===== src/rtl/ppct_pkg.sv =====
// Package: shared constants for the prescaled periodic compare timer.
// Assumes a byte-addressed register port; offsets are fixed by software.
package ppct_pkg;
    localparam int DATA_W = 32;

    localparam int OFF_CTRL  = 'h00;
    localparam int OFF_FRC   = 'h10;
    localparam int OFF_PSC   = 'h14;
    localparam int OFF_LIM   = 'h18;
    localparam int OFF_CMP   = 'h50;
    localparam int OFF_STEP  = 'h54;
    localparam int OFF_IESET = 'h80;
    localparam int OFF_IECLR = 'h84;
    localparam int OFF_FLAG  = 'h88;

    localparam logic [DATA_W-1:0] IRQ_MASK  = 32'h0007_000F;
    localparam logic [DATA_W-1:0] CTRL_MASK = 32'h0000_8003;
    localparam int RUN_BIT = 0;
    localparam int HIT_BIT = 0;

    // Decoded write strobes, one per writable register.
    typedef struct packed {
        logic ctrl;
        logic frc;
        logic psc;
        logic lim;
        logic cmp;
        logic step;
        logic ieset;
        logic ieclr;
        logic flag;
    } wr_strobe_t;
endpackage


===== src/rtl/ppct_prescale.sv =====
// Module: prescale up-counter. Counts every clock while run is high,
// restarts at zero when equal to lim and pulses tick in that clock.
// Assumes ld has priority over counting.
module ppct_prescale #(
    parameter int W = 32
) (
    input  logic         clk,
    input  logic         rst_n,
    input  logic         run,
    input  logic         ld,
    input  logic [W-1:0] ld_val,
    input  logic [W-1:0] lim,
    output logic [W-1:0] cnt,
    output logic         tick
);
    logic [W-1:0] cnt_q;

    assign tick = run && (cnt_q == lim);
    assign cnt  = cnt_q;

    // Prescale count: load, restart on match, or advance.
    always_ff @(posedge clk) begin
        if (!rst_n) begin
            cnt_q <= '0;
        end else if (ld) begin
            cnt_q <= ld_val;
        end else if (tick) begin
            cnt_q <= '0;
        end else if (run) begin
            cnt_q <= cnt_q + 1'b1;
        end
    end

    p_hold_r2: assert property (@(posedge clk) disable iff (!rst_n)
        (!run && !ld) |=> $stable(cnt_q));
    p_restart_r2: assert property (@(posedge clk) disable iff (!rst_n)
        (run && !ld && cnt_q == lim) |=> (cnt_q == '0));
endmodule


===== src/rtl/ppct_compare.sv =====
// Module: free-running counter with compare and step registers.
// A tick advances the counter; an advance landing on the compare value
// raises hit and adds step to compare. Software loads win over hardware.
module ppct_compare #(
    parameter int W = 32
) (
    input  logic         clk,
    input  logic         rst_n,
    input  logic         tick,
    input  logic         frc_ld,
    input  logic         cmp_ld,
    input  logic         step_ld,
    input  logic [W-1:0] wdata,
    output logic [W-1:0] frc,
    output logic [W-1:0] cmp,
    output logic [W-1:0] step,
    output logic         hit
);
    logic [W-1:0] frc_q, cmp_q, step_q;
    logic [W-1:0] frc_inc;

    assign frc_inc = frc_q + 1'b1;
    assign hit     = tick && (frc_inc == cmp_q);
    assign frc     = frc_q;
    assign cmp     = cmp_q;
    assign step    = step_q;

    // Free-running counter: load or advance on tick.
    always_ff @(posedge clk) begin
        if (!rst_n) begin
            frc_q <= '0;
        end else if (frc_ld) begin
            frc_q <= wdata;
        end else if (tick) begin
            frc_q <= frc_inc;
        end
    end

    // Compare value: load, or move forward by step on a hit.
    always_ff @(posedge clk) begin
        if (!rst_n) begin
            cmp_q <= '0;
        end else if (cmp_ld) begin
            cmp_q <= wdata;
        end else if (hit) begin
            cmp_q <= cmp_q + step_q;
        end
    end

    // Step value: software only.
    always_ff @(posedge clk) begin
        if (!rst_n) begin
            step_q <= '0;
        end else if (step_ld) begin
            step_q <= wdata;
        end
    end

    p_frc_step_r2: assert property (@(posedge clk) disable iff (!rst_n)
        (tick && !frc_ld) |=> (frc_q == $past(frc_q) + 1'b1));
    p_cmp_adv_r4: assert property (@(posedge clk) disable iff (!rst_n)
        (hit && !cmp_ld) |=> (cmp_q == $past(cmp_q) + $past(step_q)));
endmodule


===== src/rtl/ppct_irq.sv =====
// Module: interrupt enables, write-one-to-clear flags and request line.
// Only bits in MASK exist; a hardware set beats a software clear.
module ppct_irq #(
    parameter int           W       = 32,
    parameter logic [W-1:0] MASK    = 32'h0007_000F,
    parameter int           HIT_POS = 0
) (
    input  logic         clk,
    input  logic         rst_n,
    input  logic         set_we,
    input  logic         clr_we,
    input  logic         flag_we,
    input  logic [W-1:0] wdata,
    input  logic         hit,
    output logic [W-1:0] ie,
    output logic [W-1:0] flags,
    output logic         irq
);
    logic [W-1:0] wsel;
    logic [W-1:0] hw_set;

    assign wsel   = wdata & MASK;
    assign hw_set = W'(hit) << HIT_POS;

    for (genvar i = 0; i < W; i++) begin : g_bit
        if (MASK[i]) begin : g_live
            logic ie_b, fl_b;
            // Enable bit: set register sets, clear register clears.
            always_ff @(posedge clk) begin
                if (!rst_n) begin
                    ie_b <= 1'b0;
                end else if (set_we && wsel[i]) begin
                    ie_b <= 1'b1;
                end else if (clr_we && wsel[i]) begin
                    ie_b <= 1'b0;
                end
            end
            // Flag bit: hardware set has priority over write-one clear.
            always_ff @(posedge clk) begin
                if (!rst_n) begin
                    fl_b <= 1'b0;
                end else if (hw_set[i]) begin
                    fl_b <= 1'b1;
                end else if (flag_we && wsel[i]) begin
                    fl_b <= 1'b0;
                end
            end
            assign ie[i]    = ie_b;
            assign flags[i] = fl_b;
        end else begin : g_none
            assign ie[i]    = 1'b0;
            assign flags[i] = 1'b0;
        end
    end

    assign irq = |(flags & ie);

    p_set_wins_r6: assert property (@(posedge clk) disable iff (!rst_n)
        hit |=> flags[HIT_POS]);
    p_zero_write_r5: assert property (@(posedge clk) disable iff (!rst_n)
        ((set_we || clr_we) && wsel == '0) |=> $stable(ie));
endmodule


===== src/rtl/ppct_timer.sv =====
// Module: top of the prescaled periodic compare timer. Decodes the
// register port, holds the control register and muxes read data.
// Assumes one access per clock; reads are combinational.
module ppct_timer
    import ppct_pkg::*;
#(
    parameter int ADDR_W = 8
) (
    input  logic              clk,
    input  logic              rst_n,
    input  logic              bus_wr,
    input  logic [ADDR_W-1:0] bus_addr,
    input  logic [DATA_W-1:0] bus_wdata,
    output logic [DATA_W-1:0] bus_rdata,
    output logic              irq
);
    localparam logic [ADDR_W-1:0] A_CTRL  = ADDR_W'(OFF_CTRL);
    localparam logic [ADDR_W-1:0] A_FRC   = ADDR_W'(OFF_FRC);
    localparam logic [ADDR_W-1:0] A_PSC   = ADDR_W'(OFF_PSC);
    localparam logic [ADDR_W-1:0] A_LIM   = ADDR_W'(OFF_LIM);
    localparam logic [ADDR_W-1:0] A_CMP   = ADDR_W'(OFF_CMP);
    localparam logic [ADDR_W-1:0] A_STEP  = ADDR_W'(OFF_STEP);
    localparam logic [ADDR_W-1:0] A_IESET = ADDR_W'(OFF_IESET);
    localparam logic [ADDR_W-1:0] A_IECLR = ADDR_W'(OFF_IECLR);
    localparam logic [ADDR_W-1:0] A_FLAG  = ADDR_W'(OFF_FLAG);

    wr_strobe_t        we;
    logic [DATA_W-1:0] ctrl_q, lim_q;
    logic [DATA_W-1:0] psc, frc, cmp, step, ie, flags;
    logic              run, tick, hit;

    // Write decode: one strobe per addressed register.
    always_comb begin
        we.ctrl  = bus_wr && (bus_addr == A_CTRL);
        we.frc   = bus_wr && (bus_addr == A_FRC);
        we.psc   = bus_wr && (bus_addr == A_PSC);
        we.lim   = bus_wr && (bus_addr == A_LIM);
        we.cmp   = bus_wr && (bus_addr == A_CMP);
        we.step  = bus_wr && (bus_addr == A_STEP);
        we.ieset = bus_wr && (bus_addr == A_IESET);
        we.ieclr = bus_wr && (bus_addr == A_IECLR);
        we.flag  = bus_wr && (bus_addr == A_FLAG);
    end

    // Control register: keeps only the defined bits.
    always_ff @(posedge clk) begin
        if (!rst_n) begin
            ctrl_q <= '0;
        end else if (we.ctrl) begin
            ctrl_q <= bus_wdata & CTRL_MASK;
        end
    end

    // Prescale limit register.
    always_ff @(posedge clk) begin
        if (!rst_n) begin
            lim_q <= '0;
        end else if (we.lim) begin
            lim_q <= bus_wdata;
        end
    end

    assign run = ctrl_q[RUN_BIT];

    ppct_prescale #(.W(DATA_W)) u_psc (
        .clk    (clk),
        .rst_n  (rst_n),
        .run    (run),
        .ld     (we.psc),
        .ld_val (bus_wdata),
        .lim    (lim_q),
        .cnt    (psc),
        .tick   (tick)
    );

    ppct_compare #(.W(DATA_W)) u_cmp (
        .clk     (clk),
        .rst_n   (rst_n),
        .tick    (tick),
        .frc_ld  (we.frc),
        .cmp_ld  (we.cmp),
        .step_ld (we.step),
        .wdata   (bus_wdata),
        .frc     (frc),
        .cmp     (cmp),
        .step    (step),
        .hit     (hit)
    );

    ppct_irq #(.W(DATA_W), .MASK(IRQ_MASK), .HIT_POS(HIT_BIT)) u_irq (
        .clk     (clk),
        .rst_n   (rst_n),
        .set_we  (we.ieset),
        .clr_we  (we.ieclr),
        .flag_we (we.flag),
        .wdata   (bus_wdata),
        .hit     (hit),
        .ie      (ie),
        .flags   (flags),
        .irq     (irq)
    );

    // Read mux: unmapped offsets return zero.
    always_comb begin
        unique case (bus_addr)
            A_CTRL:          bus_rdata = ctrl_q;
            A_FRC:           bus_rdata = frc;
            A_PSC:           bus_rdata = psc;
            A_LIM:           bus_rdata = lim_q;
            A_CMP:           bus_rdata = cmp;
            A_STEP:          bus_rdata = step;
            A_IESET, A_IECLR: bus_rdata = ie;
            A_FLAG:          bus_rdata = flags;
            default:         bus_rdata = '0;
        endcase
    end

    p_stopped_r9: assert property (@(posedge clk) disable iff (!rst_n)
        (!run && !we.frc) |=> $stable(frc));
endmodule


===== config.mk =====
export PLATFORM = sky130hd
export DESIGN_NAME = ppct_timer
export DESIGN_NICKNAME = d
export VERILOG_FILES = /design/src/rtl/ppct_pkg.sv /design/src/rtl/ppct_prescale.sv /design/src/rtl/ppct_compare.sv /design/src/rtl/ppct_irq.sv /design/src/rtl/ppct_timer.sv
export SDC_FILE = /design/constraint.sdc
export NUM_CORES = 1
export LEC_CHECK = 0
export BUFFER_PORTS_ARGS = -buffer_cell sky130_fd_sc_hd__buf_2
export CORE_MARGIN = 4
export CORE_UTILIZATION = 35
export DETAILED_ROUTE_END_ITERATION = 10
export SYNTH_ARGS = -nofsm -noshare
export SYNTH_HDL_FRONTEND = slang
export SYNTH_SLANG_ARGS = --single-unit

===== constraint.sdc =====
create_clock -name clk -period 4.5 [get_ports clk]
set_input_delay 0.45 -clock clk [delete_from_list [all_inputs] [get_ports clk]]
set_output_delay 0.45 -clock clk [all_outputs]
set_load 0.005 [all_outputs]

Yosys cells after proc, flatten, opt, wreduce, memory -nomap -nowiden --
Index checks and enable logic that the tools add are counted.
Word-level totals: bits in registers 171, bits of input ports 43, output and inout bits 33, word-level logic and storage cells 92
Operators by class: add/subtract/negate cells 3, equal/unequal tests 10, muxes and demuxes 24, bitwise logic cells 1, reduce and logical (&&, ||, !) cells 40
Operators by type and width (count):
- $pmux 32 s8 | 1
- $mux 32 | 7
- $add 32x1->32 const B | 2
- $eq 32x32->1 | 2
- $add 32x32->32 | 1
- $reduce_or 32->1 | 1
- $logic_and 1x1->1 | 26
- $eq 8x5->1 const B | 3
- $eq 8x8->1 const B | 3
- $reduce_bool 2->1 | 10
- $and 1x19->19 | 1
- $eq 8x7->1 const B | 2
- $mux 1 | 16
- $logic_not 8->1 | 1
- $reduce_bool 3->1 | 1
- $reduce_or 2->1 | 1

Logic depth before layout (Yosys ltp) --
depth after elaboration 5, depth in mapped cells 12

Modules after synthesis --
A second synthesis with hierarchy kept.
Second synthesis, totals: cell total of the unflattened synthesis 1692, area, all modules 13601.8 µm²
Modules (own cells, without submodules):
- ppct_compare | instances 1, cells an instance 884, area an instance 7068.0 µm², sequential area each 1921.8 µm²
- ppct_timer | instances 1, cells an instance 406, area an instance 3362.0 µm², sequential area each 700.7 µm²
- ppct_prescale | instances 1, cells an instance 303, area an instance 2357.3 µm², sequential area each 640.6 µm²
- ppct_irq | instances 1, cells an instance 99, area an instance 814.5 µm², sequential area each 160.2 µm²

Worst setup path after synthesis --
No wires, ideal clock.
kind flip-flop to flip-flop, from register u_cmp.frc_q[12], in the netlist u_cmp.frc[12], to register u_cmp.cmp_q[11], in the netlist u_cmp.cmp[11], library setup time 132 ps, arrival time 3104 ps, path slack 1263 ps, cell stages (with the launch flop) 12, path buffers 2, cell sequence dfxtp_1 buf_2 nand4_2 or4_1 nor4_1 xnor2_1 a21bo_2 a211o_1 nor4_4 buf_6 mux2i_1 a21oi_1
Between the ends: cells in the longest elaborated chain, start to end 4
Ends and longest elaborated chain:
- from (decl) | line ppct_compare.sv:19 | logic [W-1:0] frc_q, cmp_q, step_q;
- from (signal assigned) | line ppct_compare.sv:33 | frc_q <= wdata;
- from (signal assigned) | line ppct_compare.sv:35 | frc_q <= frc_inc;
- $add 32x1->32 | line ppct_compare.sv:22 | assign frc_inc = frc_q + 1'b1;
- $eq 32x32->1 | line ppct_compare.sv:23 | assign hit = tick && (frc_inc == cmp_q);
- $logic_and 1x1->1 | line ppct_compare.sv:23
- $reduce_bool 2->1 (no source line)
- to (signal assigned) | line ppct_compare.sv:44 | cmp_q <= wdata;
- to (signal assigned) | line ppct_compare.sv:46 | cmp_q <= cmp_q + step_q;
- to (decl) | line ppct_compare.sv:19
No other way between the ends. A chain may end at the register's enable or synchronous reset.

Worst setup path in the final report --
from register u_cmp.frc_q[0], in the netlist u_cmp.frc[0], to register u_cmp.cmp_q[10], in the netlist u_cmp.cmp[10]
Same word-level chain as after synthesis.

==> flow_summary.yaml <==
cells_and_area:
  post-route-util_pct: 39.43
  area_growth_pct: 11.44
  nNetsFinal: 1651
  diodes: 0
  final_area_um2: 13190
  fin_cells: 2035
  layout-drive-gt1-share_pct: 10.71
synthesis:
  ys_warn_count: 0
  synth_fp_nets: 1642
  syn_area_per_cell_um2: 7.563
  yosysSeqAreaShare_pct: 28.92
  synth.area.top_cells: "dfxtp_1, nand2_1, xor2_1"
  synth_flop_cell: "dfxtp_1"
  yosys.area.top_type_share_pct: 28.92
  synth-edff-count: 0
  synthCells: 1565
  synthArstFlopShare_pct: 0
  synth_cell_types: 73
  synth_area_um2: 11840
  synth.most_common_cell: "nand2_1"
  ys_ff_latch: 171
  synth_area_leader_cell: "dfxtp_1"
  synth_commonest_cells: "nand2_1, dfxtp_1, nor2_1"
floorplan:
  ios: 76
  die_h_um: 191.9
  fp.dieW_um: 191.9
  die-area_um2: 36820
  initial_utilization_pct: 35.39
  core_region_area_um2: 33450
  rows: 67
clock_tree:
  numClockSinks: 171
  cts_tree: "done"
  cts-root-buf: "clkbuf_16"
  hold_buffers: 0
  post_cts_buffers: 0
  cts_resized: 0
  htree_levels: 4
  clock_latency_ns: 0.45
  clk_pin_slew_worst_paths_ns: 0.07
  clockBufferDepth: 2
  cts_inserted_buffers: 17
critical_path:
  crit_fanout: 28
  cp-start-kind: "flop"
  cpMaxStageDelayCell: "nor4_1"
  cpPeakStageDelay_ns: 0.75
  critPathRequiredTime_ns: 4.84
  worstPathCellList: "ha_1, nand4_1, nor4_1, nand4_1, xnor2_1, nand2_1, a221o_1, nor4_4, buf_4, nor2b_1, o31a_1"
  crit_path_end_kind: "flop"
  crit_type: "reg2reg"
  crit_arrival_ns: 4.26
  crit_path_frequent_cell: "nand4_1"
detailed_routing:
  dr.pass1.iters: 10
  drt-initial-drc-count: 1694
  wl_per_cell_um: 22.83
  via_count: 12110
  drc_errors: 0
  wl_mm: 46.47
  via_per_inst: 5.953
  antenna_left: 0
timing:
  skew_ns: 0.01094
  finalSetupViolations: 0
  min_period_over_period_pct: 87.08
  report.final.slew_viol_count: 0
  timing.fmax_mhz: 255.2
  setup_tns_ns: 0
  post-route-min-period_ns: 3.918
  max_slew_margin_pct: 33.82
  tightest_slew_ns: 0.9874
  rsz0062_at_grt: "no"
  hold_violations: 0
global_routing:
  grt_pass1_wl_mm: 70.37
  grt.total_usage_pct: 24.90
  grt-ovfl-total: 0
  grt_pass1_vias: 11520
  grt_start_max_net_pins: 89
  antenna_found_initial: 1
placed_design:
  io_buffers: 75
  gp_congestion: 0.9666
  dpl.hpwl_mm: 34.97
  placed_cells: 2003
  placed_area_um2: 12550
power_and_ir_drop:
  peakVddDrop_uv: 202.7
  p_leak_nw: 4.985
  p_per_area_nw_per_um2: 251.4
  finalPower_mw: 3.317
run_status:
  status: "completed"
job:
  cap_violations: 0
min_path:
  hp-class: "in2reg"
-- path summary, 6_finish.rpt --
check | startpoint | end | slack (ns) | depth (start not counted)
setup / recovery | u_cmp.frc[0] | u_cmp.cmp[10] | 0.58 | 11
hold reg to reg | ctrl_q[1] | ctrl_q[1] | 0.46 | 2
setup reg to reg | u_cmp.frc[0] | u_cmp.cmp[10] | 0.58 | 11
hold / removal | bus_wdata[6] | u_cmp.step[6] | 0.31 | 3
-- routing by layer --
layer  part of all wire [%]  global-route usage, %  vias to the layer above
li1                       -                      -                     5695
met1                     44                  34.80                     5759
met3                    8.2                  3.544                       97
met2                     44                  38.57                      561
met4                    4.0                  10.19                        2
met5                  0.037                      0                        -
-- registers in the layout (all words and copies together), names as in the netlist --
name / count
lim_q: 32
u_cmp.cmp: 32
u_cmp.frc: 32
u_cmp.step: 32
u_psc.cnt: 32
u_irq.g_bit.g_live.ie_b: 7
ctrl_q: 3
u_irq.g_bit.g_live.fl_b: 1
-- worst max-delay path: cells and delay by family (launching register included) --
kind            cells  cell delay [ns]
fa+ha+maj           1             0.33
flops               1             0.48
simple gates        6             1.72
buf+inv             1             0.46
xor+xnor            1             0.22
compound gates      2             0.59
-- power breakdown --
part	total, mW	switching, mW	leakage (nW)	internal (mW)
combinational	0.139	0.103	3.30	0.0358
clock	1.65	0.709	0.304	0.945
sequential	1.52	0.00810	1.38	1.52
total	3.32	0.820	4.98	2.50
-- cells by family after synthesis --
family / count (synthesis) / synth area share, %
and+or+nand+nor: 620 / 24.78
adders and majority gates: 34 / 3.658
DFF: 171 / 28.92
xor gates and xnor gates: 150 / 11.23
muxes: 30 / 2.558
AOI/OAI and AO/OA: 428 / 24.04
buffers and inverters: 132 / 4.820
-- stage by stage --
step | hold WS, ns | worst slack [ns]
2_1_floorplan | 0.4360 | 1.263
3_3_place_gp | 0.4490 | 0.7041
3_5_place_dp | 0.4482 | 0.6363
4_1_cts | 0.2914 | 0.6160
5_1_grt | 0.3006 | 0.4205
6_report | 0.3058 | 0.5816
-- layout by cell type (no fill, tap or decap), drive strengths merged, types with 18 or more instances in the layout --
cell type / count
inv: 24
nand2: 249
buf: 104
nand4: 31
dfxtp: 171
mux2i: 28
a222oi: 25
xor2: 80
nor2: 135
xnor2: 69
a22oi: 73
nand3: 46
o21ai: 74
nor3: 41
a21oi: 130
ha: 33
a211oi: 39
clkbuf: 18
nor4: 29
-- final cells by class --
type | count | area (um^2)
clock inverters | 14 | 207.7
well taps | 448 | 560.5
repair buffers | 104 | 605.6
inverters | 18 | 70.07
fillers | 3509 | 20260
clock buffers | 18 | 429.2
flip-flops and latches | 171 | 3423
multi-input cells | 1262 | 7894
No activity file was read; power rests on OpenSTA's default activity.
